==> config.mk <==
export PLATFORM = sky130hd
export DESIGN_NAME = irq_cascade_ctrl
export DESIGN_NICKNAME = d
export VERILOG_FILES = /design/src/rtl/irqc_pkg.sv /design/src/rtl/irqc_hc_stage.sv /design/src/rtl/irqc_opb_stage.sv /design/src/rtl/irq_cascade_ctrl.sv
export SDC_FILE = /design/constraint.sdc
export NUM_CORES = 1
export LEC_CHECK = 0
export BUFFER_PORTS_ARGS = -buffer_cell sky130_fd_sc_hd__buf_4
export CAP_MARGIN = 30
export CORE_ASPECT_RATIO = 1.75
export CORE_MARGIN = 2
export CORE_UTILIZATION = 35
export DETAILED_ROUTE_END_ITERATION = 12
export GPL_TIMING_DRIVEN = 0
export HOLD_SLACK_MARGIN = 0.05
export SYNTH_ARGS = -nofsm -noshare
export SYNTH_HDL_FRONTEND = slang
export SYNTH_SLANG_ARGS = --single-unit
==> constraint.sdc <==
create_clock -name clk -period 3.26 [get_ports clk]
set_clock_uncertainty 0.2 [all_clocks]
set_input_delay 0.652 -clock clk [delete_from_list [all_inputs] [get_ports clk]]
set_output_delay 0.652 -clock clk [all_outputs]
set_load 0.02 [all_outputs]
==> src/rtl/irqc_pkg.sv <==
package irqc_pkg;
   localparam logic [7:0] OFF_IDSEL = 8'h24;
   localparam logic [7:0] OFF_RDSZ  = 8'h28;
   localparam logic [7:0] OFF_SCTL  = 8'h30;
   localparam logic [7:0] OFF_HMSK  = 8'h34;
   localparam logic [7:0] OFF_HSTS  = 8'h38;
   localparam logic [7:0] OFF_EADR  = 8'h40;
   localparam logic [7:0] OFF_MSTS  = 8'h50;
   localparam logic [7:0] OFF_MMSK  = 8'h54;
   localparam logic [7:0] OFF_MPOL  = 8'h58;
   localparam logic [7:0] OFF_MINP  = 8'h5C;

   typedef enum logic [3:0] {
      SEL_NONE, SEL_IDSEL, SEL_RDSZ, SEL_SCTL, SEL_HMSK, SEL_HSTS,
      SEL_EADR, SEL_MSTS, SEL_MMSK, SEL_MPOL, SEL_MINP
   } reg_sel_e;
endpackage

==> src/rtl/irqc_hc_stage.sv <==
module irqc_hc_stage #(
   parameter int DATA_W  = 32,
   parameter int NUM_SRC = 17,
   parameter int EN_BIT  = 31,
   parameter logic [DATA_W-1:0] RDSZ_RST = 32'h0200_0000
) (
   input  logic              clk,
   input  logic              rst_n,
   input  logic [NUM_SRC-1:0] src_in,
   input  logic [DATA_W-1:0] wdata,
   input  logic              wr_ctrl,
   input  logic              wr_mask,
   input  logic              wr_stat,
   input  logic              wr_idsel,
   input  logic              wr_rdsz,
   output logic [DATA_W-1:0] ctrl_q,
   output logic [DATA_W-1:0] mask_q,
   output logic [DATA_W-1:0] stat_q,
   output logic [DATA_W-1:0] idsel_q,
   output logic [DATA_W-1:0] rdsz_q,
   output logic              lvl_irq
);
   localparam int LOW_SRC_BIT = DATA_W - NUM_SRC;

   if (NUM_SRC > DATA_W) begin : g_chk_src
      $error("NUM_SRC must not exceed DATA_W");
   end
   if (EN_BIT >= DATA_W) begin : g_chk_en
      $error("EN_BIT must lie inside the data word");
   end

   logic [DATA_W-1:0] src_bits;

   // Line n lands on bit DATA_W-1-n; bits below the source field stay zero.
   for (genvar b = 0; b < DATA_W; b++) begin : g_map
      if (b >= LOW_SRC_BIT) begin : g_line
         assign src_bits[b] = src_in[DATA_W-1-b];
      end else begin : g_none
         assign src_bits[b] = 1'b0;
      end
   end

   always_ff @(posedge clk or negedge rst_n) begin
      if (!rst_n) begin
         ctrl_q  <= '0;
         mask_q  <= '0;
         stat_q  <= '0;
         idsel_q <= '0;
         rdsz_q  <= RDSZ_RST;
      end else begin
         if (wr_ctrl)  ctrl_q  <= wdata;
         if (wr_mask)  mask_q  <= wdata;
         if (wr_idsel) idsel_q <= wdata;
         if (wr_rdsz)  rdsz_q  <= wdata;
         // a set from a live line wins over a clear in the same cycle
         stat_q <= (stat_q & ~(wr_stat ? wdata : '0)) | src_bits;
      end
   end

   assign lvl_irq = ctrl_q[EN_BIT] & (|(stat_q & mask_q));

   // a live line leaves its status bit set after the edge
   a_r3_src_sets_status: assert property (@(posedge clk) disable iff (!rst_n)
      (|src_bits) |=> ((stat_q & $past(src_bits)) == $past(src_bits)));

   // without a status write no bit can fall
   a_r4_status_sticky: assert property (@(posedge clk) disable iff (!rst_n)
      !wr_stat |=> ((stat_q & $past(stat_q)) == $past(stat_q)));
endmodule

==> src/rtl/irqc_opb_stage.sv <==
module irqc_opb_stage #(
   parameter int DATA_W    = 32,
   parameter int CASC_BIT  = 11
) (
   input  logic              clk,
   input  logic              rst_n,
   input  logic              lvl_irq,
   input  logic [DATA_W-1:0] wdata,
   input  logic              wr_stat,
   input  logic              wr_mask,
   input  logic              wr_pol,
   output logic [DATA_W-1:0] stat_q,
   output logic [DATA_W-1:0] mask_q,
   output logic [DATA_W-1:0] pol_q,
   output logic [DATA_W-1:0] in_vec,
   output logic              irq_out
);
   if (CASC_BIT >= DATA_W) begin : g_chk_casc
      $error("CASC_BIT must lie inside the data word");
   end

   for (genvar b = 0; b < DATA_W; b++) begin : g_in
      if (b == CASC_BIT) begin : g_casc
         assign in_vec[b] = lvl_irq;
      end else begin : g_zero
         assign in_vec[b] = 1'b0;
      end
   end

   always_ff @(posedge clk or negedge rst_n) begin
      if (!rst_n) begin
         stat_q <= '0;
         mask_q <= '0;
         pol_q  <= '0;
      end else begin
         if (wr_mask) mask_q <= wdata;
         if (wr_pol)  pol_q  <= wdata;
         stat_q <= (stat_q & ~(wr_stat ? wdata : '0)) | (in_vec & mask_q);
      end
   end

   assign irq_out = |stat_q;

   // masked input is accumulated into status on the next edge
   a_r6_accumulate: assert property (@(posedge clk) disable iff (!rst_n)
      (|(in_vec & mask_q)) |=> ((stat_q & $past(in_vec & mask_q)) == $past(in_vec & mask_q)));

   // the upstream line holds until software clears status
   a_r8_out_holds: assert property (@(posedge clk) disable iff (!rst_n)
      (irq_out && !wr_stat) |=> irq_out);
endmodule

==> src/rtl/irq_cascade_ctrl.sv <==
module irq_cascade_ctrl #(
   parameter int DATA_W   = 32,
   parameter int ADDR_W   = 8,
   parameter int NUM_SRC  = 17,
   parameter int EN_BIT   = 31,
   parameter int CASC_BIT = 11,
   parameter logic [DATA_W-1:0] RDSZ_RST = 32'h0200_0000
) (
   input  logic               clk,
   input  logic               rst_n,
   input  logic               bus_wr,
   input  logic [ADDR_W-1:0]  bus_addr,
   input  logic [DATA_W-1:0]  bus_wdata,
   output logic [DATA_W-1:0]  bus_rdata,
   input  logic [NUM_SRC-1:0] src_irq,
   output logic               irq_out
);
   import irqc_pkg::*;

   if (ADDR_W < 8) begin : g_chk_addr
      $error("ADDR_W must cover the 8-bit register offsets");
   end

   reg_sel_e sel;
   logic [DATA_W-1:0] h_ctrl, h_mask, h_stat, h_idsel, h_rdsz;
   logic [DATA_W-1:0] m_stat, m_mask, m_pol, m_in;
   logic              lvl_irq;

   always_comb begin
      sel = SEL_NONE;
      if (bus_addr == ADDR_W'(OFF_IDSEL))     sel = SEL_IDSEL;
      else if (bus_addr == ADDR_W'(OFF_RDSZ)) sel = SEL_RDSZ;
      else if (bus_addr == ADDR_W'(OFF_SCTL)) sel = SEL_SCTL;
      else if (bus_addr == ADDR_W'(OFF_HMSK)) sel = SEL_HMSK;
      else if (bus_addr == ADDR_W'(OFF_HSTS)) sel = SEL_HSTS;
      else if (bus_addr == ADDR_W'(OFF_EADR)) sel = SEL_EADR;
      else if (bus_addr == ADDR_W'(OFF_MSTS)) sel = SEL_MSTS;
      else if (bus_addr == ADDR_W'(OFF_MMSK)) sel = SEL_MMSK;
      else if (bus_addr == ADDR_W'(OFF_MPOL)) sel = SEL_MPOL;
      else if (bus_addr == ADDR_W'(OFF_MINP)) sel = SEL_MINP;
   end

   irqc_hc_stage #(
      .DATA_W(DATA_W), .NUM_SRC(NUM_SRC), .EN_BIT(EN_BIT), .RDSZ_RST(RDSZ_RST)
   ) hc_i (
      .clk      (clk),
      .rst_n    (rst_n),
      .src_in   (src_irq),
      .wdata    (bus_wdata),
      .wr_ctrl  (bus_wr && sel == SEL_SCTL),
      .wr_mask  (bus_wr && sel == SEL_HMSK),
      .wr_stat  (bus_wr && sel == SEL_HSTS),
      .wr_idsel (bus_wr && sel == SEL_IDSEL),
      .wr_rdsz  (bus_wr && sel == SEL_RDSZ),
      .ctrl_q   (h_ctrl),
      .mask_q   (h_mask),
      .stat_q   (h_stat),
      .idsel_q  (h_idsel),
      .rdsz_q   (h_rdsz),
      .lvl_irq  (lvl_irq)
   );

   irqc_opb_stage #(
      .DATA_W(DATA_W), .CASC_BIT(CASC_BIT)
   ) opb_i (
      .clk     (clk),
      .rst_n   (rst_n),
      .lvl_irq (lvl_irq),
      .wdata   (bus_wdata),
      .wr_stat (bus_wr && sel == SEL_MSTS),
      .wr_mask (bus_wr && sel == SEL_MMSK),
      .wr_pol  (bus_wr && sel == SEL_MPOL),
      .stat_q  (m_stat),
      .mask_q  (m_mask),
      .pol_q   (m_pol),
      .in_vec  (m_in),
      .irq_out (irq_out)
   );

   always_comb begin
      unique case (sel)
         SEL_IDSEL: bus_rdata = h_idsel;
         SEL_RDSZ:  bus_rdata = h_rdsz;
         SEL_SCTL:  bus_rdata = h_ctrl;
         SEL_HMSK:  bus_rdata = h_mask;
         SEL_HSTS:  bus_rdata = h_stat;
         SEL_EADR:  bus_rdata = '0;
         SEL_MSTS:  bus_rdata = m_stat;
         SEL_MMSK:  bus_rdata = m_mask;
         SEL_MPOL:  bus_rdata = m_pol;
         SEL_MINP:  bus_rdata = m_in;
         default:   bus_rdata = '1;
      endcase
   end

   // the cascade bit of the raw input mirrors the first-level interrupt
   a_r5_cascade_follows: assert property (@(posedge clk) disable iff (!rst_n)
      m_in[CASC_BIT] == (h_ctrl[EN_BIT] && ((h_stat & h_mask) != '0)));

   // an unmapped offset never yields anything but all ones
   a_r10_unmapped_ones: assert property (@(posedge clk) disable iff (!rst_n)
      (sel == SEL_NONE) |-> (bus_rdata == '1));
endmodule

After elaboration in Yosys (flattened, before gate mapping)
Cells that the tools add are included.
- RAM bits: 0
- bits in registers: 256
- word-level logic and storage cells: 60
- bits in latches: 0
- input port bits: 60
- memories kept: 0
- bits in read-only memories: 0
- output and inout port bits: 33
- add/subtract/negate cells: 0
- bitwise gates (word level): 9
- divide/modulo/power cells: 0
- reduce and logical (&&, ||, !) cells: 10
- shifts and indexed selects: 0
- order comparisons: 0
- equality and inequality tests: 20
- muxes and demuxes: 13
- multipliers: 0
- operator list (kind ; number):
    32-bit one-hot mux with 10 select lines ; 1
    32-bit bitwise AND ; 3
    32-bit 2-to-1 mux ; 2
    32-bit inverter ; 2
    32-bit OR ; 2
    32-bit OR reduction ; 2
    8-bit by 6-bit == test with 1-bit output (second input constant) ; 5
    8-bit by 7-bit == test with 1-bit output (second input constant) ; 5
    4-bit 2-to-1 mux ; 10
    12-bit by 32-bit bitwise AND with 32-bit output ; 1
    4-bit by 3-bit == test with 1-bit output (second input constant) ; 4
    4-bit == test (second input constant) ; 3
    4-bit by 2-bit == test with 1-bit output (second input constant) ; 2
    1-bit logical AND ; 8
    4-bit by 1-bit == test with 1-bit output (second input constant) ; 1
    1-bit bitwise AND ; 1

Logic depth before layout (Yosys ltp)
- depth in word-level cells: 17
- depth in mapped cells: 8

By module
A second synthesis with hierarchy kept.
- cell total of the unflattened synthesis: 934
- area total of the unflattened synthesis: 12557.0 µm²
- by module, submodules not included (module ; area an instance (µm²) ; sequential area each (µm²) ; cells an instance ; times used):
    irqc_hc_stage ; 6030.8 ; 4005.1 ; 377 ; 1
    irqc_opb_stage ; 4001.3 ; 2402.3 ; 248 ; 1
    irq_cascade_ctrl ; 2524.9 ; 0.0 ; 309 ; 1

Least setup slack after synthesis
Ideal clock, no wire load.
- kind: input to output
- start: input port bus_addr[6]
- end: output port bus_rdata[31]
- path slack: -0.194 ns
- stages on the path: 6
- data arrival time: 2.602 ns
- cells stage by stage: clkbuf_1 > nor4b_2 > clkbuf_1 > a21o_1 > a32oi_1 > o311ai_0
- cells in the longest elaborated chain, start to end: 13
- elaborated cells on any way between the ends: 31
- classes of those cells: eq/ne: 20; mux: 11
- RTL lines (what ; RTL line ; RTL):
    start: declaration ; irq_cascade_ctrl.sv:12 ; input logic [ADDR_W-1:0] bus_addr,
    8-bit by 7-bit == test with 1-bit output ; irq_cascade_ctrl.sv:40 ; else if (bus_addr == ADDR_W'(OFF_MINP)) sel = SEL_MINP;
    4-bit 2-to-1 mux ; irq_cascade_ctrl.sv:40 ;
    4-bit 2-to-1 mux ; irq_cascade_ctrl.sv:39 ; else if (bus_addr == ADDR_W'(OFF_MPOL)) sel = SEL_MPOL;
    4-bit 2-to-1 mux ; irq_cascade_ctrl.sv:38 ; else if (bus_addr == ADDR_W'(OFF_MMSK)) sel = SEL_MMSK;
    4-bit 2-to-1 mux ; irq_cascade_ctrl.sv:37 ; else if (bus_addr == ADDR_W'(OFF_MSTS)) sel = SEL_MSTS;
    4-bit 2-to-1 mux ; irq_cascade_ctrl.sv:36 ; else if (bus_addr == ADDR_W'(OFF_EADR)) sel = SEL_EADR;
    4-bit 2-to-1 mux ; irq_cascade_ctrl.sv:35 ; else if (bus_addr == ADDR_W'(OFF_HSTS)) sel = SEL_HSTS;
    4-bit 2-to-1 mux ; irq_cascade_ctrl.sv:34 ; else if (bus_addr == ADDR_W'(OFF_HMSK)) sel = SEL_HMSK;
    4-bit 2-to-1 mux ; irq_cascade_ctrl.sv:33 ; else if (bus_addr == ADDR_W'(OFF_SCTL)) sel = SEL_SCTL;
    4-bit 2-to-1 mux ; irq_cascade_ctrl.sv:32 ; else if (bus_addr == ADDR_W'(OFF_RDSZ)) sel = SEL_RDSZ;
    4-bit 2-to-1 mux (*) ; irq_cascade_ctrl.sv:31 ; if (bus_addr == ADDR_W'(OFF_IDSEL)) sel = SEL_IDSEL;
    4-bit == test, or another cell as far along ; irq_cascade_ctrl.sv:81 ; unique case (sel)
    32-bit one-hot mux with 10 select lines (*) ; irq_cascade_ctrl.sv:81 ;
    end: declaration ; irq_cascade_ctrl.sv:14 ; output logic [DATA_W-1:0] bus_rdata,
Mark *: on every way between the ends. The rest lies on a longest branch, timed or not.

Worst setup path in the final report
- start: input port bus_addr[4]
- end: output port bus_rdata[11]
Same word-level chain as after synthesis.

==> metrics <==
status=finished, violations left; failing checks=setup timing; Die ar.=35000 um2; share of post-route cells with drive strength above 1=42.0%; crit path launch type=input port; area of placed instances=13000 um2; CP Class=in2out; Core Area=33000 um2; final setup TNS=-5.24 ns; vias per cell=5.91; Area Growth Syn to Fin=24.0%; Iter 0 DRT Violations=670; ys async rst share=100%; TritonCTS clock tree=done; CTS Sinks=256; FP Rows=88; WL/cell=27.8 um; post-route ant nets=0; overall routing resource usage=24.0%; via count=8919; die height=246 um; Hold Path Class=in2reg; H-tree Lvls=1; synthesized area=11700 um2; peak supply drop=0.000382 V; # fillers=3090; initial antenna violation count=0; Final Hold Viols=0; required time worst endpoint=2.41 ns; total grt overflow=0; RSZ-0062 raised after global routing=true; share of the synthesized area in the top cell type=54.4%; synthesized area per cell=12.4 um2; residual DRC count=0; Post-synth EDFFs=0; Pleak=6.52 nW; Yosys reg bits=256; Critical Path End Type=primary output; CP arrival=2.66 ns; Mapped Cells=948; maximum clock path buffer count=3; Mapped Nets=1008; boundary pin count=93; DP HPWL=29300 um; Num CTS Buffers=24; pre-CTS setup slack=-1.26 ns; WHS=0.0696 ns; Final Wtd Congestion=0.964; Highest Clock Rate=285 MHz; Warnings, synthesis=0; # Max-Cap Violations=0; final worst-path cycle share=108%; design area=14500 um2; predominant post-synthesis flop cell=dfrtp_1; fin worst setup slack=-0.250 ns; worst slew pin tran=1.04 ns; Routed WL=42000 um; Setup violations, final=32; dominant cell type by area after synthesis=dfrtp_1; count of final max-slew check failures=0; post-route non-filler standard cell count=1510; vias in the first global route=9276; first-pass GRT wire length=61100 um; Pre-antenna DRT Iters=5; Antenna Cells=0; synth top area cells=dfrtp_1 (54%), mux2_2 (18%), a22oi_1 (4.8%); IO Port Bufs=91; crit path time final=3.51 ns; Yosys cell types=49; Die Wd=142 um; Initial Utilization=35.5%; sequential fraction of the synthesis area=54.7%; Clock transition at path regs=0.07 ns; Root Driver=clkbuf_16; Max transition margin=30.4%; nets=1148; Cells after DPL=1450; pin count of the biggest net entering global routing=119; Max FO, Critical Path=5; later-pin clock latency in the skew report=0.55 ns; Power Density=488 nW/um2
## per-layer routing
layer  part of all wire [%]  track usage [%]  vias to the layer above
met4                    8.0             16.5                        0
met3                    5.7             3.71                      158
met2                     51             42.2                      378
li1                       -                -                     3821
met5                      0                0                        -
met1                     35             26.4                     4562
## cell usage after synthesis (4+ instances only)
| cell type | n |
|---|---|
| dfrtp_1 | 255 |
| mux2_2 | 192 |
| nand2_1 | 78 |
| a22oi_1 | 75 |
| a21oi_1 | 60 |
| clkbuf_1 | 45 |
| nand3_1 | 36 |
| a21boi_2 | 30 |
| a22o_1 | 20 |
| a21o_1 | 18 |
| a21boi_0 | 17 |
| buf_2 | 13 |
| o22ai_1 | 11 |
| nor2_1 | 9 |
| nor4_1 | 9 |
| a221oi_1 | 8 |
| a211oi_1 | 7 |
| mux2i_1 | 6 |
| nand4_1 | 6 |
| nor2b_1 | 6 |
| buf_1 | 4 |
| buf_6 | 4 |
| o21ai_0 | 4 |
## power breakdown
part	internal, mW	switching [mW]	total (mW)
Sequential	3.29	0.0679	3.36
Clock	1.92	1.27	3.19
Combinational	0.230	0.317	0.547
Total	5.44	1.65	7.10
## worst max-delay path: stages
cell	delay, ns
buf_12	0.10
or4b_4	0.52
a211o_4	0.36
a211oi_4	0.21
buf_6	0.15
buf_12	0.13
buf_6	0.10
a221o_1	0.12
nand3b_1	0.17
buf_6	0.15
## area by class of cell
class                   instances  area (um2)  area share (%)
plain buffers                  66         462            3.18
clock buffers                  32         671            4.61
clock inverters                11         219            1.51
inverters                       2        7.51          0.0516
multi-input cells             624        5240            36.0
flip-flops and latches        256        6410            44.1
well taps                     405         507            3.49
repair buffers                114        1030            7.07
## registers in the layout (all words and copies together), names as in the netlist
register,flops
hc_i.idsel_q,32
hc_i.stat_q,32
opb_i.stat_q,32
opb_i.mask_q,32
hc_i.mask_q,32
hc_i.ctrl_q,32
opb_i.pol_q,32
hc_i.rdsz_q,32
## path summary, 6_finish.rpt
path	startpoint	end	slack, ns	depth (start not counted)
setup / recovery	bus_addr[4]	bus_rdata[11]	-0.25	10
hold / removal	src_irq[14]	hc_i.stat_q[17]	0.07	2
setup reg to reg	hc_i.stat_q[16]	opb_i.stat_q[11]	1.21	5
hold reg to reg	opb_i.mask_q[5]	opb_i.mask_q[5]	0.30	1
max in group asynchronous	rst_n	hc_i.idsel_q[12]	1.04	4
min in group asynchronous	rst_n	hc_i.mask_q[1]	0.39	2
## metrics by stage
stage	utilization, %	total power, mW
2_1_floorplan	-	3.61
3_3_place_gp	39.1	3.90
3_5_place_dp	39.4	3.92
4_1_cts	43.3	7.12
5_1_grt	44.0	7.32
6_report	44.0	7.10
## cells by family after synthesis
kind of cell / after synthesis / share of synthesized area [%]
simple gates: 164 / 6.95
buf+inv: 68 / 2.57
mux: 198 / 19.0
flops: 256 / 54.7
compound gates: 262 / 16.9
## cells in the final DEF, fill, tap and decap left out, types with 4 or more instances in the layout
| cell | instances |
|---|---|
| a211oi_1 | 6 |
| a21boi_0 | 17 |
| a21boi_2 | 30 |
| a21o_1 | 18 |
| a21oi_1 | 57 |
| a221oi_1 | 6 |
| a22o_1 | 20 |
| a22oi_1 | 75 |
| buf_12 | 4 |
| buf_2 | 13 |
| buf_4 | 85 |
| buf_6 | 31 |
| buf_8 | 6 |
| bufinv_16 | 6 |
| clkbuf_1 | 19 |
| clkbuf_16 | 24 |
| clkbuf_2 | 11 |
| clkbuf_4 | 7 |
| clkbuf_8 | 6 |
| dfrtp_1 | 255 |
| mux2_2 | 192 |
| mux2i_1 | 5 |
| nand2_1 | 76 |
| nand3_1 | 22 |
| nand3_2 | 13 |
| nand4_1 | 6 |
| nor2_1 | 8 |
| nor2b_1 | 4 |
| nor4_1 | 8 |
| o21ai_0 | 4 |
| o22ai_1 | 11 |
## timing repair
| action | CTS | global route |
|---|---|---|
| cloned | 1 | 1 |
| hold buffers | 1 | 0 |
| pin swaps | 10 | 3 |
| endpoints found under the hold margin | 44 | 0 |
| endpoints found under the setup margin | 33 | 33 |
| setup buffers | 11 | 3 |
| gates resized for setup | 92 | 59 |
Note: power is estimated with default switching activity, not from simulation.
